[src/rtl/sss_pkg.sv]
package sss_pkg;

  typedef enum logic {
    LANE_SCRAMBLE   = 1'b0,
    LANE_DESCRAMBLE = 1'b1
  } lane_dir_e;

  // one tap combine of the x^N+1 code
  function automatic logic tap_mix(input logic data_b, input logic tap_b);
    return data_b ^ tap_b;
  endfunction

  // optional line polarity
  function automatic logic line_pol(input logic b, input logic inv);
    return b ^ inv;
  endfunction

endpackage

[src/rtl/sss_delay_line.sv]
module sss_delay_line #(
  parameter int LEN = 43
) (
  input  logic           clk,
  input  logic           rst,
  input  logic [LEN-1:0] seed,
  input  logic           shift_en,
  input  logic           din,
  output logic           tap,
  output logic           head
);
  logic [LEN-1:0] q;

  generate
    if (LEN == 1) begin : g_single
      always_ff @(posedge clk) begin
        if (rst)           q <= seed;
        else if (shift_en) q <= din;
      end
    end else begin : g_chain
      always_ff @(posedge clk) begin
        if (rst)           q <= seed;
        else if (shift_en) q <= {q[LEN-2:0], din};
      end
    end
  endgenerate

  assign tap  = q[LEN-1];
  assign head = q[0];
endmodule

[src/rtl/sss_lane.sv]
module sss_lane
  import sss_pkg::*;
#(
  parameter int        LEN    = 43,
  parameter lane_dir_e DIR    = LANE_SCRAMBLE,
  parameter bit        INVERT = 1'b0
) (
  input  logic           clk,
  input  logic           rst,
  input  logic [LEN-1:0] seed,
  input  logic           in_valid,
  input  logic           in_bit,
  input  logic           bypass,
  output logic           out_valid,
  output logic           out_bit,
  output logic           shift_en,
  output logic           tap,
  output logic           head
);
  logic pre_bit;   // input after removing line polarity (receive only)
  logic core_bit;  // scrambled or recovered bit, before line polarity
  logic feed_bit;  // bit that enters the delay line
  logic post_bit;  // bit after line polarity (transmit only)

  assign shift_en = in_valid & ~bypass;

  generate
    if (DIR == LANE_DESCRAMBLE) begin : g_rx
      assign pre_bit  = line_pol(in_bit, INVERT);
      assign core_bit = bypass ? pre_bit : tap_mix(pre_bit, tap);
      assign feed_bit = pre_bit;
      assign post_bit = core_bit;
    end else begin : g_tx
      assign pre_bit  = in_bit;
      assign core_bit = bypass ? pre_bit : tap_mix(pre_bit, tap);
      assign feed_bit = core_bit;
      assign post_bit = line_pol(core_bit, INVERT);
    end
  endgenerate

  sss_delay_line #(.LEN(LEN)) u_line (
    .clk      (clk),
    .rst      (rst),
    .seed     (seed),
    .shift_en (shift_en),
    .din      (feed_bit),
    .tap      (tap),
    .head     (head)
  );

  assign out_valid = in_valid;
  assign out_bit   = in_valid ? post_bit : 1'b0;
endmodule

[src/rtl/sss_codec.sv]
module sss_codec
  import sss_pkg::*;
#(
  parameter int DELAY_LEN   = 43,
  parameter bit INVERT_LINE = 1'b0
) (
  input  logic                 clk,
  input  logic                 rst,
  input  logic [DELAY_LEN-1:0] tx_seed,
  input  logic [DELAY_LEN-1:0] rx_seed,
  input  logic                 tx_in_valid,
  input  logic                 tx_in_bit,
  input  logic                 tx_bypass,
  output logic                 tx_out_valid,
  output logic                 tx_out_bit,
  input  logic                 rx_in_valid,
  input  logic                 rx_in_bit,
  input  logic                 rx_bypass,
  output logic                 rx_out_valid,
  output logic                 rx_out_bit
);
  // internal events brought out for the checker
  logic tx_shift_en, tx_tap, tx_head;
  logic rx_shift_en, rx_tap, rx_head;

  sss_lane #(.LEN(DELAY_LEN), .DIR(LANE_SCRAMBLE), .INVERT(INVERT_LINE)) u_tx (
    .clk       (clk),
    .rst       (rst),
    .seed      (tx_seed),
    .in_valid  (tx_in_valid),
    .in_bit    (tx_in_bit),
    .bypass    (tx_bypass),
    .out_valid (tx_out_valid),
    .out_bit   (tx_out_bit),
    .shift_en  (tx_shift_en),
    .tap       (tx_tap),
    .head      (tx_head)
  );

  sss_lane #(.LEN(DELAY_LEN), .DIR(LANE_DESCRAMBLE), .INVERT(INVERT_LINE)) u_rx (
    .clk       (clk),
    .rst       (rst),
    .seed      (rx_seed),
    .in_valid  (rx_in_valid),
    .in_bit    (rx_in_bit),
    .bypass    (rx_bypass),
    .out_valid (rx_out_valid),
    .out_bit   (rx_out_bit),
    .shift_en  (rx_shift_en),
    .tap       (rx_tap),
    .head      (rx_head)
  );
endmodule

[config.mk]
export PLATFORM = sky130hd
export DESIGN_NAME = sss_codec
export DESIGN_NICKNAME = d
export VERILOG_FILES = /design/src/rtl/sss_pkg.sv /design/src/rtl/sss_delay_line.sv /design/src/rtl/sss_lane.sv /design/src/rtl/sss_codec.sv
export SDC_FILE = /design/constraint.sdc
export NUM_CORES = 1
export LEC_CHECK = 0
export BUFFER_PORTS_ARGS = -buffer_cell sky130_fd_sc_hd__buf_2
export CAP_MARGIN = 15
export CORE_ASPECT_RATIO = 1.75
export CORE_MARGIN = 2
export CORE_UTILIZATION = 35
export CTS_BUF_LIST = sky130_fd_sc_hd__clkbuf_16
export DETAILED_ROUTE_END_ITERATION = 8
export PLACE_DENSITY = 0.56
export SLEW_MARGIN = 25
export SYNTH_ARGS = -nofsm -noshare
export SYNTH_HDL_FRONTEND = slang
export SYNTH_SLANG_ARGS = --single-unit
[constraint.sdc]
create_clock -name clk -period 2.35 [get_ports clk]
set_input_delay 0.3525 -clock clk [delete_from_list [all_inputs] [get_ports clk]]
set_output_delay 0.3525 -clock clk [all_outputs]
set_load 0.1 [all_outputs]
==> results.sh <==
export IMPL_synth_ff_type="edfxtp_1"
export IMPL_criticalPathCategory="reg -> out"
export IMPL_fp_coreArea_sq_mm=0.01057
export IMPL_worst_r2r_startpoint="u_tx.u_line.q[42]$_DFFE_PP_"
export IMPL_cts_hold_buf=0
export IMPL_clock_sinks=86
export IMPL_clk_path_buf_depth=2
export IMPL_drt_first_pass_iters=4
export IMPL_multi_input_area_sq_mm=0.001094
export IMPL_powerDensity_mw_per_mm2=811.5
export IMPL_seqCellArea_sq_mm=0.002582
export IMPL_grt_pass1_vias=2216
export IMPL_crit_path_start="u_tx.u_line.q[42]$_DFFE_PP_"
export IMPL_ant_nets=0
export IMPL_period_needed_ps=1843
export IMPL_syn_num_nets=288
export IMPL_ys_seq_area_share_pct=68.44
export IMPL_cp_depth=4
export IMPL_rsz0062_at_grt="false"
export IMPL_fp_dieW_um=82.49
export IMPL_worstSetupStartpointType="register"
export IMPL_drtIter0Drc=110
export IMPL_setup_viol=0
export IMPL_diodes=0
export IMPL_drt_wl_total_um=6687
export IMPL_synth_area_sq_mm=0.003774
export IMPL_cts_tree="done"
export IMPL_power_leakage_nw=1.906
export IMPL_arrival_ps=1490
export IMPL_synth_top_area_share_pct=68.44
export IMPL_slew_viol_final=0
export IMPL_clk_latency_ps=320
export IMPL_numCtsBuffers=9
export IMPL_antenna_found_initial=0
export IMPL_tns_ps=0
export IMPL_syn_inst=194
export IMPL_status="completed"
export IMPL_critPathCapture="tx_out_bit"
export IMPL_cts_root_buf="clkbuf_16"
export IMPL_clock_skew_ps=7.259
export IMPL_slew_headroom_pct=67.66
export IMPL_synth_area_leader_cell="edfxtp_1"
export IMPL_post_cts_buffers=0
export IMPL_path_clk_slew_ps=60
export IMPL_worstMarginPinSlew_ps=488.5
export IMPL_io_pins=98
export IMPL_async_flop_share_pct=0
export IMPL_cts_resized=0
export IMPL_finalNetCount=391
export IMPL_critical_path_max_fanout=2
export IMPL_track_usage_pct=11.86
export IMPL_post_synth_top_count_cell="edfxtp_1"
export IMPL_syn_avg_cell_area_sq_um=19.45
export IMPL_max_stage_delay_ps=420
export IMPL_dieArea_sq_mm=0.01166
export IMPL_endpoint_kind="output port"
export IMPL_ys_warn_count=0
export IMPL_path_delay_family="buffers and inverters"
export IMPL_synth_cell_types=11
export IMPL_fillers=961
export IMPL_r2r_end="u_tx.u_line.q[0]$_DFFE_PP_"
export IMPL_ys_top_cells_by_count="86 x edfxtp_1, 68 x mux2_2, 18 x mux2_4, 6 x buf_2, 4 x buf_6"
export IMPL_drv_cap=0
export IMPL_start_util_pct=35.69
export IMPL_grt_overflow=0
export IMPL_finalCritPeriodShare_pct=78.41
export IMPL_num_rows=50
export IMPL_die_h_um=141.4
export IMPL_finalHoldViolations=0
export IMPL_drc=0
export IMPL_cts_max_level=3
export IMPL_num_vias=1985
export IMPL_dp_hpwl_um=4646
export IMPL_synth_edff_count=86
export IMPL_placed_area_sq_mm=0.004437
export IMPL_synth_seq_cells=86
export IMPL_syn2layout_area_growth_pct=26.23
export IMPL_clock_fmax_ghz=0.5427
export IMPL_drive_gt1_share_pct=67.11
export IMPL_cp_slowest_cell="buf_2"
export IMPL_globalplace_congestion=0.6875
export IMPL_viasPerCell=4.606
export IMPL_wl_per_cell_um=15.52
export IMPL_required_ps=2000
export IMPL_rr_worst_depth=3
export IMPL_io_buffers=97
export IMPL_grt_start_max_net_pins=44
export IMPL_worst_r2r_setup_slack_ps=1290
export IMPL_path_cells="nand2b_1 > xnor2_1 > and2_1 > buf_2"
export IMPL_grt_pass1_wl_um=10290
export IMPL_final_cell_area_sq_mm=0.004763
export IMPL_ir_worst_vdd_v=0.0004208
export IMPL_hp_class="in -> reg"
export IMPL_yosys_top_cells_area="edfxtp_1 68%, mux2_2 20%, mux2_4 7.2%"
export IMPL_crit_buf_inv=1
[kinds of logic after synthesis]
kind of cell	Yosys count	synth area share, %
AO/OA/AOI/OAI	2	0.3978
XOR/XNOR	2	0.4643
buffers and inverters	14	2.586
flip-flops	86	68.44
multiplexers	86	27.45
AND/OR/NAND/NOR	4	0.6630
[flip-flops by register name, indices dropped and copies added (netlist names)]
register / flops
u_rx.u_line.q: 43
u_tx.u_line.q: 43
[stage by stage]
stage / hold slack (ps) / utilization (%) / power, W / setup slack (ps) / instances
final: 325.5 / 45.05 / 0.003865 / 507.4 / 431
after global routing: 316.1 / 45.05 / 0.004015 / 396.0 / 431
after CTS: 315.0 / 45.05 / 0.003927 / 472.1 / 431
after detailed placement: 535.9 / 41.96 / 0.002359 / 672.4 / 416
after global placement: 529.6 / 41.96 / 0.002350 / 696.6 / 416
after floorplan: 524.6 / - / 0.002209 / 299.1 / 194
[per-layer routing]
| metal | global-route usage, % | share of wire [%] | vias to the layer above |
|---|---|---|---|
| li1 | - | - | 951 |
| met1 | 14.35 | 41 | 961 |
| met2 | 19.14 | 51 | 68 |
| met3 | 4.262 | 7.6 | 5 |
| met4 | 4.400 | 1.3 | 0 |
| met5 | 0 | 0 | - |
[power breakdown]
part           switching (W)  leakage (nW)  total, W  internal [W]
sequential         0.0000405         0.860   0.00192       0.00188
combinational       0.000170         0.888  0.000397      0.000226
clock               0.000527         0.158   0.00155       0.00102
[worst min-delay path by stage]
stage                                            from                     endpoint  depth (start not counted)
final                                     rx_seed[18]  u_rx.u_line.q[18]$_DFFE_PP_                          2
after global routing                      rx_seed[32]  u_rx.u_line.q[32]$_DFFE_PP_                          2
after CTS                                 rx_seed[18]  u_rx.u_line.q[18]$_DFFE_PP_                          2
after detailed placement   u_rx.u_line.q[7]$_DFFE_PP_   u_rx.u_line.q[8]$_DFFE_PP_                          1
after global placement    u_tx.u_line.q[34]$_DFFE_PP_  u_tx.u_line.q[35]$_DFFE_PP_                          1
after floorplan           u_rx.u_line.q[35]$_DFFE_PP_  u_rx.u_line.q[36]$_DFFE_PP_                          1
[cell usage in the layout, fill, tap and decap left out]
cell type,n
mux2_4,18
bufinv_16,3
and2_1,2
buf_12,4
mux2_2,68
nand2b_1,2
edfxtp_1,86
clkbuf_16,9
clkinv_1,3
xnor2_1,2
a21o_1,2
buf_2,96
buf_4,4
inv_1,2
[area by class of cell]
| cell class | count | area share [%] |
|---|---|---|
| flip-flops and latches | 86 | 54.22 |
| multi-input cells | 94 | 22.96 |
| repair buffers | 104 | 12.40 |
| clock buffers | 9 | 4.728 |
| well taps | 130 | 3.415 |
| clock inverters | 6 | 2.128 |
| inverters | 2 | 0.1576 |
Power figures use the tool's default switching activity.
